File: config.mk
export PLATFORM = sky130hd
export DESIGN_NAME = uart_mdmctl_top
export DESIGN_NICKNAME = d
export VERILOG_FILES = /design/src/rtl/mdm_pkg.sv /design/src/rtl/mdm_ctrl_reg.sv /design/src/rtl/mdm_loop_route.sv /design/src/rtl/mdm_baud_prescale.sv /design/src/rtl/uart_mdmctl_top.sv
export SDC_FILE = /design/constraint.sdc
export NUM_CORES = 1
export LEC_CHECK = 0
export ABC_AREA = 1
export BUFFER_PORTS_ARGS = -buffer_cell sky130_fd_sc_hd__buf_2
export CAP_MARGIN = 20
export CORE_MARGIN = 2
export CORE_UTILIZATION = 44
export CTS_BUF_LIST = sky130_fd_sc_hd__clkbuf_16
export DETAILED_ROUTE_END_ITERATION = 16
export PLACE_DENSITY = 0.76
export SKIP_LAST_GASP = 1
export SLEW_MARGIN = 20
export SYNTH_ARGS = -nofsm -noshare
export SYNTH_HDL_FRONTEND = slang
export SYNTH_SLANG_ARGS = --single-unit
File: constraint.sdc
create_clock -name clk -period 1.1 [get_ports clk]
set_input_delay 0.055 -clock clk [delete_from_list [all_inputs] [get_ports clk]]
set_output_delay 0.055 -clock clk [all_outputs]
set_load 0.05 [all_outputs]
File: src/rtl/mdm_pkg.sv
package mdm_pkg;
  // Control byte layout; bit positions are the software-visible encoding.
  typedef struct packed {
    logic presc_div4; // 7: baud prescaler divides by four
    logic rsvd;       // 6: reserved, stored only
    logic xon_any;    // 5: any character resumes the transmitter
    logic loop_en;    // 4: internal loopback
    logic op2_ie;     // 3: interrupt pin enable / looped CD
    logic op1;        // 2: looped RI
    logic rts;        // 1: looped CTS
    logic dtr;        // 0: DTR pin / looped DSR
  } mdm_ctrl_t;

  localparam int CTRL_W = $bits(mdm_ctrl_t);
  localparam int STAT_N = 4; // cts, dsr, ri, cd
endpackage

File: src/rtl/mdm_ctrl_reg.sv
module mdm_ctrl_reg
  import mdm_pkg::*;
(
  input  logic              clk,
  input  logic              rst,
  input  logic              wr_en,
  input  logic [CTRL_W-1:0] wr_data,
  output mdm_ctrl_t         ctrl_q
);
  always_ff @(posedge clk) begin
    if (rst)        ctrl_q <= '0;
    else if (wr_en) ctrl_q <= mdm_ctrl_t'(wr_data);
  end
endmodule

File: src/rtl/mdm_loop_route.sv
module mdm_loop_route
  import mdm_pkg::*;
#(
  parameter int N = STAT_N
) (
  input  logic         clk,
  input  logic         rst,
  input  mdm_ctrl_t    ctrl,
  input  logic [N-1:0] pin_n,     // active-low modem inputs, [3]=cts .. [0]=cd
  input  logic         rx_pin,
  input  logic         tx_ser,
  output logic [N-1:0] stat_q,    // active-high status, same ordering
  output logic         tx_pin_q,
  output logic         rx_rcv_q,
  output logic         dtr_n_q
);
  logic [N-1:0] loop_src;
  assign loop_src = {ctrl.rts, ctrl.dtr, ctrl.op1, ctrl.op2_ie};

  for (genvar i = 0; i < N; i++) begin : g_stat
    always_ff @(posedge clk) begin
      if (rst) stat_q[i] <= 1'b0;
      else     stat_q[i] <= ctrl.loop_en ? loop_src[i] : ~pin_n[i];
    end
  end

  always_ff @(posedge clk) begin
    if (rst) begin
      tx_pin_q <= 1'b1;
      rx_rcv_q <= 1'b1;
      dtr_n_q  <= 1'b1;
    end else begin
      tx_pin_q <= ctrl.loop_en ? 1'b1   : tx_ser;
      rx_rcv_q <= ctrl.loop_en ? tx_ser : rx_pin;
      dtr_n_q  <= ctrl.loop_en ? 1'b1   : ~ctrl.dtr;
    end
  end
endmodule

File: src/rtl/mdm_baud_prescale.sv
module mdm_baud_prescale #(
  parameter int DIV = 4
) (
  input  logic clk,
  input  logic rst,
  input  logic div_sel,
  output logic ce_q
);
  localparam int CW = (DIV > 1) ? $clog2(DIV) : 1;
  localparam logic [CW-1:0] LAST = CW'(DIV - 1);

  logic [CW-1:0] cnt;

  always_ff @(posedge clk) begin
    if (rst) begin
      cnt  <= '0;
      ce_q <= 1'b0;
    end else begin
      cnt  <= (cnt == LAST) ? '0 : cnt + 1'b1;
      ce_q <= ~div_sel | (cnt == LAST);
    end
  end
endmodule

File: src/rtl/uart_mdmctl_top.sv
module uart_mdmctl_top
  import mdm_pkg::*;
#(
  parameter int PRESCALE_DIV = 4
) (
  input  logic       clk,
  input  logic       rst,
  input  logic       wr_en,
  input  logic [7:0] wr_data,
  output logic [7:0] rd_data,
  input  logic       modem_cts_n,
  input  logic       modem_dsr_n,
  input  logic       modem_ri_n,
  input  logic       modem_cd_n,
  input  logic       rx_pin,
  input  logic       tx_ser,
  output logic       tx_pin,
  output logic       rx_rcv,
  output logic       dtr_n,
  output logic       irq_oe,
  output logic       xon_any_en,
  output logic       baud_ce,
  output logic       st_cts,
  output logic       st_dsr,
  output logic       st_ri,
  output logic       st_cd
);
  mdm_ctrl_t         ctrl;
  logic [STAT_N-1:0] stat;

  mdm_ctrl_reg u_reg (
    .clk(clk), .rst(rst), .wr_en(wr_en), .wr_data(wr_data), .ctrl_q(ctrl)
  );

  mdm_loop_route #(.N(STAT_N)) u_route (
    .clk(clk), .rst(rst), .ctrl(ctrl),
    .pin_n({modem_cts_n, modem_dsr_n, modem_ri_n, modem_cd_n}),
    .rx_pin(rx_pin), .tx_ser(tx_ser),
    .stat_q(stat), .tx_pin_q(tx_pin), .rx_rcv_q(rx_rcv), .dtr_n_q(dtr_n)
  );

  mdm_baud_prescale #(.DIV(PRESCALE_DIV)) u_presc (
    .clk(clk), .rst(rst), .div_sel(ctrl.presc_div4), .ce_q(baud_ce)
  );

  assign rd_data    = ctrl;
  assign irq_oe     = ctrl.op2_ie;
  assign xon_any_en = ctrl.xon_any;
  assign {st_cts, st_dsr, st_ri, st_cd} = stat;
endmodule

* Word level (Yosys, flattened, before mapping)
Index checks and enable logic that the tools add are counted.
** Word-level totals
- Register bits after elaboration :: 18
- Bits of input ports :: 17
- Output and inout port bits :: 18
** Cells by class
- Add/sub/neg operators :: 1
- Equality and inequality tests :: 1
- Multiplexer cells :: 5
- Bitwise gates (word level) :: 7
- Reduce and logical (&&, ||, !) cells :: 2
** Operators with widths (count)
- inverter 1 bit :: 6
- two-way mux 1 bit :: 5
- OR reduction 2 bit :: 2
- adder 2 x 1 -> 2 bit, second input constant :: 1
- equality test 2 bit, second input constant :: 1
- bitwise OR 1 bit :: 1

* Depth between registers and ports, before layout
Gate-level depths: netlist of run 1.
- Word-level depth :: 2
- Mapped depth :: 5

* By module
From an unflattened synthesis of run 1, not the netlist that was laid out.
** Second synthesis, totals
- Cell total of the unflattened synthesis :: 98
- Area total of the unflattened synthesis :: 700.7 um2
** By module, submodules not included
- mdm_ctrl_reg :: times used 1, cells an instance 51, area each 341.6 um2, sequential area each 160.2 um2
- mdm_loop_route :: times used 1, cells an instance 34, area each 244.0 um2, sequential area each 140.1 um2
- mdm_baud_prescale :: times used 1, cells an instance 11, area each 100.1 um2, sequential area each 60.1 um2
- uart_mdmctl_top :: times used 1, cells an instance 2, area each 15.0 um2, sequential area each 0.0 um2

* Worst setup path after synthesis of run 1
No wires, ideal clock.
- Kind :: register to register
- Start point :: register u_reg.ctrl_q[4] (netlist name)
- End point :: register u_route.stat_q[2]
- Setup time :: 0.114 ns
- Arrival time :: 0.991 ns
- Required time :: 0.986 ns
- Setup slack :: -0.005 ns
- Cell stages (with the launch flop) :: 4
- Buffers on the path :: 0
- Clock period less this slack :: 1.105 ns
- Cell sequence :: dfxtp_1 -> inv_2 -> nor2_1 -> nor2_1
** On the way
- Cells in the longest elaborated chain, start to end :: 1
** Ends and longest elaborated chain
- start: declaration :: line mdm_ctrl_reg.sv:8 : output mdm_ctrl_t ctrl_q
- start signal: assignment :: line mdm_ctrl_reg.sv:12 : else if (wr_en) ctrl_q <= mdm_ctrl_t'(wr_data);
- two-way mux 1 bit :: line mdm_loop_route.sv:23 : else stat_q[i] <= ctrl.loop_en ? loop_src[i] : ~pin_n[i];
- end signal: indexed assignment :: line mdm_loop_route.sv:23
- end: declaration :: line mdm_loop_route.sv:12 : output logic [N-1:0] stat_q,
No other way between the ends.
A chain may end at the register's enable or synchronous reset.

* Final worst setup path of run 1
- Start point :: register u_reg.ctrl_q[4] (netlist name)
- End point :: output rd_data[4]
** RTL lines
- end: declaration :: line uart_mdmctl_top.sv:10 : output logic [7:0] rd_data,
No word-level cell between the ends.

==> results.txt, run 1 <==
largest net degree at the start of global routing: 17
clock period minus worst slack: 0.990 ns
Netlist Area Pre-Place: 766 um2
CP delay by family, top: flip-flops
CTS Hold Bufs: 0
hpwl dp: 923 um
Post-CTS Setup Bufs: 0
ANT nets after route: 0
WP data required: 1.04 ns
initial core utilization: 45.3%
DR vias: 644
maximum clock rate: 1010 MHz
CP max FO: 7
sequential standard cell area: 362 um2
RR Startpoint: u_presc.cnt[0]
global-route wire length before repair: 1990 um
Synth Register Bits: 18
cts repair resizes: 0
Worst Tran Pin Value: 0.313 ns
VDD IR max: 0.828 mV
initial antenna violation count: 0
Critical Path Source: u_reg.ctrl_q[4]
share of cells above drive strength 1: 47.7%
met1 Use GR: 18.2%
Seq/Total Area, Yosys: 47.1%
Via density: 4.44
ys async rst share: 0%
Yosys cell types: 15
Sink Count: 18
diode count: 0
Clk Latency, worst-skew pair: 0.24 ns
Hold Startpoint: tx_ser
most frequent cell after synthesis: dfxtp_1
CP peak stage delay: 0.40 ns
CTS clock-pin slew for the worst setup and hold paths: 0.05 ns
number of CTS-inserted buffers: 3
standby leakage power: 0.541 nW
crit start category: register
top cells by count, synth: 18 x dfxtp_1, 17 x nand2_1, 16 x nor2_1
status: finished clean
top cells by area, synth: dfxtp_1 47%, nand2_2 9.0%, nand2_1 8.3%, nor2_1 7.8%, nor2_2 7.4%
setup TNS: 0 ns
Post-Syn Area per Cell: 7.98 um2
final hold vios: 0
Worst Path Buf+Inv: 1
WL final: 1320 um
gr busiest metal: met2
routability cong.: 0.650
io pins: 35
share of the synthesized area in the top cell type: 47.1%
crit path kind: register to output port
Worst EP arrival: 0.93 ns
max-slew headroom at the worst pin: 79.1%
met2 usage: 19.2%
synth-to-layout area growth: 27.1%
M3 GR Usage: 2.38%
Finish-stage setup viols: 0
CTS tree: built
grt ovf: 0
Hold Path Class: input pin to register
Slowest-stage cell, CP: dfxtp_2
Die X: 45.7 um
synth warn: 0
Util after Layout: 57.6%
core area: 0.00169 mm2
die height: 45.7 um
DRT iter0 DRCs: 5
Cells after Synth: 96
main flop type after synthesis: dfxtp_1
Placement Rows: 15
DRT Pass-1 Iters: 4
CP Capture Type: output port
CTS Root Cell: clkbuf_16
CTS max path bufs: 2
fin nets: 147
max_cap viols: 0
area of the multi-input gates: 289 um2
PortBufs: 34
CTS H-tree lvls: 1
PwrDens: 1850 mW/mm2
largest area contributor in the netlist: dfxtp_1
worst-path cell chain: buf_2
EDFF count, synth: 0
syn nets: 114
final-layout fill cell count: 172
number of global-route vias before repair: 495
final period utilization: 90.0%
WL/cell: 9.10 um
fin. max-slew vios: 0
RSZ-0062 raised after global routing: false
Die Area: 0.00209 mm2
clk_skew: 0.000516 ns
total track usage: 13.4%
drc violations: 0
Tot Pwr: 1.80 mW
area by class of cell:
| type | count | share of cell area, % |
|---|---|---|
| flip-flops and latches | 18 | 37.1 |
| multi-input cells | 58 | 29.7 |
| repair buffers | 34 | 17.5 |
| clock buffers | 3 | 7.71 |
| inverters | 14 | 5.40 |
| well taps | 17 | 2.19 |
| clock inverters | 1 | 0.386 |
power by group:
group / internal, mW / switching [mW] / leakage (nW)
logic: 0.0986 / 0.262 / 0.352
registers: 0.705 / 0.0268 / 0.150
clock network: 0.482 / 0.224 / 0.0385
total: 1.29 / 0.513 / 0.541
sequential cells by signal (all words and copies together) (netlist names):
signal	cells
u_route.stat_q	4
u_route.rx_rcv_q	1
u_route.tx_pin_q	1
u_presc.ce_q	1
u_route.dtr_n_q	1
u_reg.ctrl_q	8
u_presc.cnt	2
metal layers:
layer	up-vias	share of wire, %
li1	338	-
met1	278	44
met2	24	48
met3	4	6.8
met4	0	1.6
met5	-	0
through the flow:
step                cell area [um2]  setup slack (ns)  std cells  hold WS (ns)
floorplan                       767             0.112         96         0.124
global placement                895             0.301        141         0.252
detailed placement              895             0.284        141         0.266
CTS                             973             0.105        145        0.0148
global route                    973            0.0712        145        0.0158
finish                          973             0.110        145        0.0191
final timing paths:
| path | end | slack (ns) | cells past startpoint |
|---|---|---|---|
| worst min register to register | u_route.dtr_n_q | 0.42 | 1 |
| worst min-delay path | u_route.tx_pin_q | 0.02 | 3 |
| worst max register to register | u_presc.cnt[1] | 0.28 | 2 |
| worst max-delay path | rd_data[4] | 0.11 | 1 |
cells by family (layout without fill, tap and decap cells):
| logic type | after synthesis | after routing | synth area share, % |
|---|---|---|---|
| simple gates | 56 | 56 | 35.5 |
| fa+ha+maj | 1 | 1 | 1.63 |
| flops | 18 | 18 | 47.1 |
| compound gates | 1 | 1 | 0.653 |
| buf+inv | 20 | 52 | 15.2 |
layout by cell type (no fill, tap or decap), drive strengths merged:
cell	instances
a21oi	1
buf	34
clkbuf	3
clkinv	1
dfxtp	18
ha	1
inv	14
nand2	28
nand3	1
nor2	25
nor3	1
nor3b	1
(Power assumes the default switching activity.)
==> inputs of run 2 (changes only) <==
SETUP_SLACK_MARGIN = 0.2   (was not set)
==> results.txt, run 2 (synthesis gave the netlist of run 1 again) <==
die height: 45.7 um
Worst Tran Pin Value: 0.307 ns
Hold WS: 0.0164 ns
Post-CTS Setup Bufs: 0
Finish-stage setup viols: 0
initial antenna violation count: 0
final std cells w/o fill: 144
setup TNS: 0 ns
largest net degree at the start of global routing: 17
fin. max-slew vios: 0
routability cong.: 0.637
most frequent cells in the layout: 24 x buf_2, 17 x nand2_1, 16 x nor2_1, 14 x dfxtp_1, 12 x inv_1
CTS max path bufs: 2
design area: 0.00100 mm2
PortBufs: 34
CTS tree: built
maximum clock rate: 1150 MHz
CTS clock-pin slew for the worst setup and hold paths: 0.05 ns
status: finished clean
crit start category: register
Hold Startpoint: tx_ser
fin worst setup slack: 0.227 ns
fin nets: 147
VDD IR max: 1.01 mV
CTS H-tree lvls: 1
DRT iter0 DRCs: 0
io pins: 35
WP data required: 1.04 ns
Sink Count: 18
diode count: 0
hpwl dp: 981 um
clk_skew: 0.00116 ns
CTS Root Cell: clkbuf_16
max_cap viols: 0
number of global-route vias before repair: 524
CP delay by family, top: flip-flops
final-layout fill cell count: 173
global-route wire length before repair: 2120 um
reg-to-reg endpoint: u_presc.cnt[1]
initial core utilization: 45.3%
total track usage: 14.6%
CP Capture Type: output port
final period utilization: 79.4%
worst-path cell chain: buf_2
CP max FO: 1
share of cells above drive strength 1: 50.4%
synth-to-layout area growth: 31.2%
ANT nets after route: 0
max-slew headroom at the worst pin: 79.5%
clock period minus worst slack: 0.873 ns
Worst Reg2Reg Path Length in Cells: 2
Util after Layout: 59.5%
Hold Path Class: input pin to register
largest registers: u_reg.ctrl_q: 8 flops, u_route.stat_q: 4 flops, u_presc.cnt: 2 flops
CP peak stage delay: 0.32 ns
RR Startpoint: u_presc.cnt[0]
drc violations: 0
hold path endpoint: u_route.tx_pin_q
Via density: 4.44
grt ovf: 0
Die X: 45.7 um
most common cell after layout, fill and taps aside: buf_2
max reg flops: 8
WL final: 1350 um
RSZ-0062 raised after global routing: false
largest reg by FF count: u_reg.ctrl_q
dpl ws: 0.281 ns
sequential standard cell area: 368 um2
Die Area: 0.00209 mm2
Placement Rows: 15
final hold vios: 0
Reg2Reg Setup Slack: 0.28 ns
PwrDens: 1790 mW/mm2
Min-Delay Path Depth: 3
WL/cell: 9.34 um
Worst EP arrival: 0.82 ns
crit path kind: register to output port
DR vias: 640
Placed Instance Area: 898 um2
standby leakage power: 0.544 nW
Clk Latency, worst-skew pair: 0.24 ns
area of the multi-input gates: 289 um2
Worst Path Buf+Inv: 1
Slowest-stage cell, CP: dfxtp_1
core area: 0.00169 mm2
Tot Pwr: 1.80 mW
number of CTS-inserted buffers: 3
DP Cell Count: 141
DRT Pass-1 Iters: 1
run 2: cell count changes in the layout (fill, tap and decap cells not counted), sizes merged:
cell	delta
clkbuf	+3
clkinv	-1
buf	-3
run 2: how the worst max path moves through the flow:
stage | startpoint | endpoint | slack (ns) | cells past startpoint
after floorplan | u_reg.ctrl_q[6] | u_reg.ctrl_q[6] | 0.22 | 2
after global placement | u_presc.cnt[0] | u_presc.cnt[1] | 0.30 | 2
after detailed placement | u_presc.cnt[0] | u_presc.cnt[1] | 0.28 | 2
after CTS | u_reg.ctrl_q[4] | rd_data[4] | 0.17 | 1
after global routing | u_reg.ctrl_q[2] | rd_data[2] | 0.21 | 1
final | u_route.stat_q[1] | st_ri | 0.23 | 1
run 2: metal layers:
layer | wire length (um) | GRT usage (%) | up-vias
met5 | 0 | 0 | -
met4 | 11 | 10.3 | 0
met3 | 84 | 2.38 | 2
met2 | 667 | 24.8 | 22
met1 | 582 | 16.3 | 280
li1 | - | - | 336
run 2: final cells by class:
type,count,share of cell area [%]
clock buffer,3,7.47
inverter,14,5.23
multi-input combinational,58,28.8
sequential,18,36.6
tap,17,2.12
timing repair buffer,34,19.8
run 2: what timing repair did:
item | in CTS | in global routing
cloned | 0 | 0
hold buffers | 0 | 0
endpoints found under the setup margin | 7 | 4
gates resized for setup | 7 | 5
run 2: power by group:
group | total, mW | switching [mW] | internal [mW]
registers | 0.734 | 0.0283 | 0.706
clock network | 0.692 | 0.216 | 0.477
logic | 0.377 | 0.263 | 0.114
run 2: tightest hold or removal path, cell delays in order:
cell     delay [ns]
buf_2          0.09
inv_1          0.03
nand2_1        0.05
==> inputs of run 3 (changes only) <==
clock period = 0.9 ns   (was 1.1 ns; I/O delays follow)
==> results.txt, run 3 (synthesis gave the netlist of run 1 again) <==
status: finished clean
CTS tree: built
total track usage: 19.2%
global-route wire length before repair: 2770 um
Worst Path Buf+Inv: 1
Hold WS: 0.0163 ns
fin worst setup slack: 0.0779 ns
CTS H-tree lvls: 1
maximum clock rate: 1220 MHz
grt ovf: 0
synth-to-layout area growth: 78.3%
switch share: 28.8%
initial antenna violation count: 0
Finish-stage setup viols: 0
DRT Pass-1 Iters: 3
CP Capture Type: output port
max reg flops: 8
CTS Hold Bufs: 0
clock period minus worst slack: 0.822 ns
number of CTS-inserted buffers: 3
Switching Power: 0.711 mW
io pins: 35
clk_skew: 0.00353 ns
Die X: 45.7 um
dpl ws: 0.0959 ns
part of the power in registers: 37.5%
largest registers: u_reg.ctrl_q: 8 flops, u_route.stat_q: 4 flops, u_presc.cnt: 2 flops
setup TNS: 0 ns
share of cells above drive strength 1: 74.3%
Via density: 4.56
Cell Int Power: 1.76 mW
WL final: 1820 um
crit start category: register
fin. max-slew vios: 0
hpwl dp: 1000 um
Die Area: 0.00209 mm2
WP data required: 0.85 ns
largest reg by FF count: u_reg.ctrl_q
CTS Root Cell: clkbuf_16
worst-path cell chain: buf_8
Sink Count: 18
CP delay by family, top: flip-flops
diode count: 0
CP peak stage delay: 0.38 ns
max_cap viols: 0
RSZ-0062 raised after global routing: true
final hold vios: 0
most frequent cells in the layout: 18 x buf_8, 16 x buf_2, 15 x nand2_2, 13 x nand2_1
number of global-route vias before repair: 651
Worst Tran Pin Value: 0.440 ns
fin nets: 155
max-slew headroom at the worst pin: 70.6%
DR vias: 698
CP max FO: 4
die height: 45.7 um
combinational share of power: 27.5%
CTS clock-pin slew for the worst setup and hold paths: 0.05 ns
core area: 0.00169 mm2
DRT iter0 DRCs: 3
Placement Rows: 15
Worst EP arrival: 0.78 ns
Hold Path Class: input pin to register
PortBufs: 34
drc violations: 0
Slowest-stage cell, CP: dfxtp_4
most common cell after layout, fill and taps aside: buf_8
Clk Latency, worst-skew pair: 0.24 ns
VDD IR max: 1.26 mV
WL/cell: 11.9 um
initial core utilization: 45.3%
largest net degree at the start of global routing: 17
clock share of power: 35.0%
CTS max path bufs: 2
standby leakage power: 0.655 nW
crit path kind: register to output port
routability cong.: 0.629
PwrDens: 1810 mW/mm2
ANT nets after route: 0
final period utilization: 91.3%
-- run 3: cell types whose count changed in the layout (fill, tap and decap cells not counted), moves of 4 or more --
| cell | before | now |
|---|---|---|
| dfxtp_2 | 3 | 11 |
| nand2_2 | 11 | 15 |
| nand2_1 | 17 | 13 |
| buf_8 | 0 | 18 |
| nor2_1 | 16 | 8 |
| dfxtp_4 | 1 | 7 |
| dfxtp_1 | 14 | 0 |
| buf_2 | 24 | 16 |
| nor2_4 | 0 | 5 |
-- run 3: worst paths after layout --
kind | from | endpoint | slack [ns] | cells past startpoint
worst max-delay path | u_reg.ctrl_q[4] | rd_data[4] | 0.08 | 1
worst min-delay path | rx_pin | u_route.rx_rcv_q | 0.02 | 3
worst max register to register | u_reg.ctrl_q[4] | u_route.stat_q[1] | 0.08 | 5
worst min register to register | u_reg.ctrl_q[6] | u_reg.ctrl_q[6] | 0.52 | 2
-- run 3: routing by layer --
metal / global-route usage, % / routed length [um]
met5: 0 / 0
met1: 22.7 / 679
met3: 3.57 / 80
met4: 8.57 / 11
met2: 33.5 / 1050
-- run 3: area by class of cell --
type	count	area [um2]
repair buffers	42	438
flip-flops and latches	18	400
multi-input cells	58	367
fillers	99	324
clock buffers	3	75.1
inverters	14	60.1
well taps	17	21.3
clock inverters	1	3.75
-- run 3: repair_timing --
item | in CTS | in global routing
resized for setup | 68 | 20
pin swaps | 6 | 0
endpoints found under the setup margin | 24 | 33
setup buffers | 8 | 0
-- run 3: power by group through the flow --
stage	sequential, mW	combinational [mW]	clock [mW]
2_1_floorplan	1.07	0.204	0
3_3_place_gp	0.904	0.442	0
3_5_place_dp	0.907	0.450	0
4_1_cts	0.921	0.623	0.882
5_1_grt	0.930	0.720	0.916
6_report	0.927	0.679	0.864
-- run 3: through the flow --
stage	util (%)	cells	power, mW	area, um2
global route	80.8	153	2.57	1370
global placement	55.0	141	1.35	930
CTS	76.5	153	2.43	1290
floorplan	-	96	1.28	802
finish	80.8	153	2.47	1370
detailed placement	55.0	141	1.36	930
